**src/rtl/bus_sleep_pkg.sv**
```systemverilog
package bus_sleep_pkg;

    typedef enum logic {
        MODE_ACTIVE = 1'b0,
        MODE_SLEEP  = 1'b1
    } pwr_mode_t;

    // Both bus lines low: the only bus condition that may arm the timeout.
    function automatic logic bus_quiet(input logic scl, input logic sda);
        return !scl && !sda;
    endfunction

    // Either line high: the wake condition.
    function automatic logic bus_alive(input logic scl, input logic sda);
        return scl || sda;
    endfunction

    // Counter width able to hold values 0 .. limit-1 (at least one bit).
    function automatic int cnt_width(input int limit);
        return (limit > 2) ? $clog2(limit) : 1;
    endfunction

endpackage

```
**src/rtl/bus_sleep_prescaler.sv**
```systemverilog
module bus_sleep_prescaler
    import bus_sleep_pkg::*;
#(
    parameter int DIV = 4
) (
    input  logic clk,
    input  logic rst,
    input  logic run,
    output logic tick
);
    localparam int W = cnt_width(DIV);
    localparam logic [W-1:0] LAST = W'(DIV - 1);

    logic [W-1:0] cnt_q;

    // Count restarts from zero whenever the run condition drops.
    always_ff @(posedge clk) begin
        if (rst || !run) begin
            cnt_q <= '0;
        end else if (cnt_q == LAST) begin
            cnt_q <= '0;
        end else begin
            cnt_q <= cnt_q + 1'b1;
        end
    end

    assign tick = run && (cnt_q == LAST);

endmodule

```
**src/rtl/bus_sleep_timer.sv**
```systemverilog
module bus_sleep_timer
    import bus_sleep_pkg::*;
#(
    parameter int TICKS = 8
) (
    input  logic clk,
    input  logic rst,
    input  logic run,
    input  logic tick,
    output logic expire
);
    localparam int W = cnt_width(TICKS);
    localparam logic [W-1:0] LAST = W'(TICKS - 1);

    logic [W-1:0] ticks_q;

    always_ff @(posedge clk) begin
        if (rst || !run) begin
            ticks_q <= '0;
        end else if (tick) begin
            ticks_q <= (ticks_q == LAST) ? '0 : ticks_q + 1'b1;
        end
    end

    assign expire = run && tick && (ticks_q == LAST);

endmodule

```
**src/rtl/bus_sleep_fsm.sv**
```systemverilog
module bus_sleep_fsm
    import bus_sleep_pkg::*;
(
    input  logic      clk,
    input  logic      rst,
    input  logic      expire,
    input  logic      wake,
    input  logic      meas_slot,
    output pwr_mode_t mode,
    output logic      slot_restart
);
    pwr_mode_t mode_q, mode_d;
    logic      pend_q;

    always_comb begin
        mode_d = mode_q;
        unique case (mode_q)
            MODE_ACTIVE: if (expire) mode_d = MODE_SLEEP;
            MODE_SLEEP:  if (wake)   mode_d = MODE_ACTIVE;
            default:     mode_d = MODE_ACTIVE;
        endcase
    end

    always_ff @(posedge clk) begin
        if (rst) begin
            mode_q <= MODE_ACTIVE;
            pend_q <= 1'b0;
        end else begin
            mode_q <= mode_d;
            if (mode_q == MODE_SLEEP && wake) begin
                pend_q <= 1'b1;
            end else if (mode_q == MODE_ACTIVE && meas_slot) begin
                pend_q <= 1'b0;
            end
        end
    end

    assign mode         = mode_q;
    assign slot_restart = (mode_q == MODE_ACTIVE) && meas_slot && pend_q;

endmodule

```
**src/rtl/bus_sleep_ctrl.sv**
```systemverilog
module bus_sleep_ctrl
    import bus_sleep_pkg::*;
#(
    parameter int PRESCALE_DIV  = 4,
    parameter int TIMEOUT_TICKS = 8
) (
    input  logic clk,
    input  logic rst,
    input  logic scl_lvl,
    input  logic sda_lvl,
    input  logic sleep_en,
    input  logic meas_slot,
    output logic meas_en,
    output logic asleep,
    output logic slot_restart
);
    pwr_mode_t mode;
    logic      run;
    logic      tick;
    logic      expire;
    logic      wake;

    // Timeout only runs while active, enabled and with a quiet bus.
    assign run  = sleep_en && bus_quiet(scl_lvl, sda_lvl) && (mode == MODE_ACTIVE);
    assign wake = bus_alive(scl_lvl, sda_lvl);

    bus_sleep_prescaler #(.DIV(PRESCALE_DIV)) u_pre (
        .clk  (clk),
        .rst  (rst),
        .run  (run),
        .tick (tick)
    );

    bus_sleep_timer #(.TICKS(TIMEOUT_TICKS)) u_tmr (
        .clk    (clk),
        .rst    (rst),
        .run    (run),
        .tick   (tick),
        .expire (expire)
    );

    bus_sleep_fsm u_fsm (
        .clk          (clk),
        .rst          (rst),
        .expire       (expire),
        .wake         (wake),
        .meas_slot    (meas_slot),
        .mode         (mode),
        .slot_restart (slot_restart)
    );

    assign meas_en = (mode == MODE_ACTIVE);
    assign asleep  = (mode == MODE_SLEEP);

endmodule

```
**config.mk**
```make
export PLATFORM = sky130hd
export DESIGN_NAME = bus_sleep_ctrl
export DESIGN_NICKNAME = d
export VERILOG_FILES = /design/src/rtl/bus_sleep_pkg.sv /design/src/rtl/bus_sleep_prescaler.sv /design/src/rtl/bus_sleep_timer.sv /design/src/rtl/bus_sleep_fsm.sv /design/src/rtl/bus_sleep_ctrl.sv
export SDC_FILE = /design/constraint.sdc
export NUM_CORES = 1
export LEC_CHECK = 0
export CAP_MARGIN = 20
export CORE_AREA = 2 2 39 41
export CTS_CLUSTER_DIAMETER = 120
export DETAILED_ROUTE_END_ITERATION = 8
export DIE_AREA = 0 0 41 43
export PLACE_DENSITY = 0.54
export SLEW_MARGIN = 20
export SYNTH_ARGS = -nofsm -noshare
export SYNTH_HDL_FRONTEND = slang
export SYNTH_SLANG_ARGS = --single-unit
```
**constraint.sdc**
```tcl
create_clock -name clk -period 1.95 [get_ports clk]
set_input_delay 0.39 -clock clk [delete_from_list [all_inputs] [get_ports clk]]
set_output_delay 0.39 -clock clk [all_outputs]
set_load 0.01 [all_outputs]
```
==> impl_metrics.json <==
{
  "irDropWorstVdd_uv": 423.6,
  "yosys_warnings": 0,
  "grt_use_total_pct": 8.779,
  "multi_input_area_um2": 153.9,
  "drc": 0,
  "synth_seq_area_share_pct": 45.71,
  "cp_cell_sequence": "inv_1 > clkdlybuf4s50_1",
  "pre_cts_ws_ps": 12.82,
  "run_status": "finished clean",
  "critPathTopFamily": "buffers and inverters",
  "drive_gt1_share_pct": 14.63,
  "diodes": 0,
  "synth_top_area_cell": "dfxtp_1",
  "nets": 51,
  "post-dp-hpwl_um": 437.2,
  "grt-ovfl-total": 0,
  "viasPerCell": 4.140,
  "maxCapViolCount": 0,
  "fin_crit_sh_pct": 82.94,
  "htree_levels": 1,
  "finalWorstSetupSlack_ps": 332.6,
  "powerDensity_nw_per_um2": 670.3,
  "cts.path.max_buffers": 2,
  "max_stage_delay_ps": 550,
  "slowest_stage": "clkdlybuf4s50_1",
  "io_pins": 9,
  "fp.dieW_um": 41,
  "clock-root-buffer": "clkbuf_4",
  "postRouteWirelength_um": 522,
  "place_congestion": 0.6228,
  "grt_max_degree": 7,
  "crit_type": "flip-flop to output port",
  "ys_seq_elements": 7,
  "critical_path.startpoint_type": "flip-flop",
  "grt_pass1_wl_um": 993,
  "synthTopCellsByArea": "dfxtp_1, ha_1, mux2i_1",
  "first_pass_iters": 1,
  "synth_cells": 30,
  "min_period_ps": 1617,
  "area_delta_synth_final_pct": 40.41,
  "post_cts_buffers": 0,
  "final-hold-violation-count": 0,
  "setup_tns_ps": 0,
  "rows": 14,
  "start_util_pct": 22.15,
  "synth_area_um2": 306.5,
  "worstPathArrival_ps": 1230,
  "slew_headroom_pct": 81.17,
  "end_kind": "output port",
  "min_path_type": "flip-flop to flip-flop",
  "cts_sinks": 7,
  "cts_tree": "built",
  "critPathBufInv": 2,
  "cts.clk_slew.worst_paths_ps": 50,
  "synth_top_area_share_pct": 45.71,
  "fillerInstances": 146,
  "port_buffers": 8,
  "grt_pass1_vias": 239,
  "dieHeight_um": 43,
  "cp.required_ps": 1560,
  "num_vias": 236,
  "finalMaxSlewViolations": 0,
  "clock.fmax_mhz": 618.3,
  "synth_nets": 39,
  "drt-wirelength-per-cell_um": 9.158,
  "die_area_um2": 1763,
  "crit_fanout": 4,
  "postRouteAntennaNets": 0,
  "antenna_found_initial": 0,
  "coreArea_um2": 1384,
  "clock_skew_ps": 5.226,
  "clock_latency_ps": 250,
  "worst_pin_slew_ps": 282.5,
  "numCtsBuffers": 3,
  "seq_area_um2": 140.1,
  "rsz0062_at_grt": "no",
  "ys_types": 15,
  "syn_area_per_cell_um2": 10.22,
  "power.leakage_nw": 0.1809,
  "setup_viol": 0,
  "drt-initial-drc-count": 0
}
synthesized netlist by cell type:
cell      instances
a21boi_0          1
mux2i_1           3
a21oi_1           1
ha_1              3
nor2_1            4
dfxtp_1           7
nand3_2           1
buf_2             1
inv_1             2
and3_1            1
nor3_2            1
nor3b_2           1
nand3_1           1
o21ai_0           2
nor3_1            1
cells by family after synthesis:
family	synth area share, %
compound gates	7.346
fa+ha+maj	12.25
buf+inv	4.081
flops	45.71
mux	9.796
simple gates	20.81
path summary, 6_finish.rpt:
kind	startpoint	end	slack [ps]	cells after the start
setup / recovery	u_fsm.mode	meas_en	330	2
hold / removal	u_pre.cnt_q[0]	u_pre.cnt_q[0]	420	1
setup reg to reg	u_tmr.ticks_q[0]	u_tmr.ticks_q[2]	890	4
hold reg to reg	u_pre.cnt_q[0]	u_pre.cnt_q[0]	420	1
state kept, by name, indices dropped and copies added, names as in the netlist:
| signal | count |
|---|---|
| u_fsm.pend_q | 1 |
| u_fsm.mode | 1 |
| u_tmr.ticks_q | 3 |
| u_pre.cnt_q | 2 |
per-layer routing:
layer / wire (µm) / GRT usage, % / vias up
met3: 15 / 3.141 / 0
met4: 0 / 8.000 / 0
li1: - / - / 127
met5: 0 / 0 / -
met1: 227 / 9.804 / 106
met2: 278 / 12.19 / 3
stage by stage:
stage / power (mW) / cell area (µm²) / hold WS [ps] / utilization, % / std cells
after floorplan: 0.1501 / 306.5 / 404.3 / - / 30
after global placement: 0.1626 / 401.6 / 417.2 / 29.02 / 53
after detailed placement: 0.1629 / 401.6 / 421.4 / 29.02 / 53
after CTS: 0.2958 / 427.9 / 429.0 / 30.92 / 57
after global routing: 0.3027 / 430.4 / 450.8 / 31.10 / 57
final: 0.2885 / 430.4 / 422.2 / 31.10 / 57
cell type report:
cell class | count | share of cell area, %
Clock buffer | 4 | 6.105
Inverter | 2 | 1.744
Multi-Input combinational cell | 20 | 35.76
Sequential cell | 7 | 32.56
Tap cell | 16 | 4.651
Timing Repair Buffer | 8 | 19.19
report_power, final:
group	internal, mW	switching, mW	leakage, nW
Combinational	0.0105	0.00498	0.109
Clock	0.0779	0.0510	0.0150
Sequential	0.144	0.000285	0.0564
Total	0.232	0.0562	0.181
cells in the final DEF, fill, tap and decap left out, drive strengths merged:
| cell | Yosys | routed |
|---|---|---|
| ha | 3 | 3 |
| mux2i | 3 | 3 |
| and3 | 1 | 1 |
| nand3 | 2 | 2 |
| a21oi | 1 | 1 |
| clkdlybuf4s50 | 0 | 7 |
| clkbuf | 0 | 4 |
| o21ai | 2 | 2 |
| nor3b | 1 | 1 |
| dfxtp | 7 | 7 |
| nor3 | 2 | 2 |
| inv | 2 | 2 |
| a21boi | 1 | 1 |
| dlymetal6s2s | 0 | 1 |
| nor2 | 4 | 4 |
worst register-to-register path, delay by kind of cell, from the launching register on:
kind	cells	cell delay (ps)
multiplexers	1	130
AND/OR/NAND/NOR	1	50
adder cells (fa/ha/maj)	2	460
flip-flops	1	320
timing repair:
item | 4_1_cts | 5_1_grt
hold buffers | 0 | 0
hold endpoints to repair | 0 | 0
endpoints found under the setup margin | 0 | 1
resized for setup | 0 | 1
Note: power is estimated with default switching activity, not from simulation.
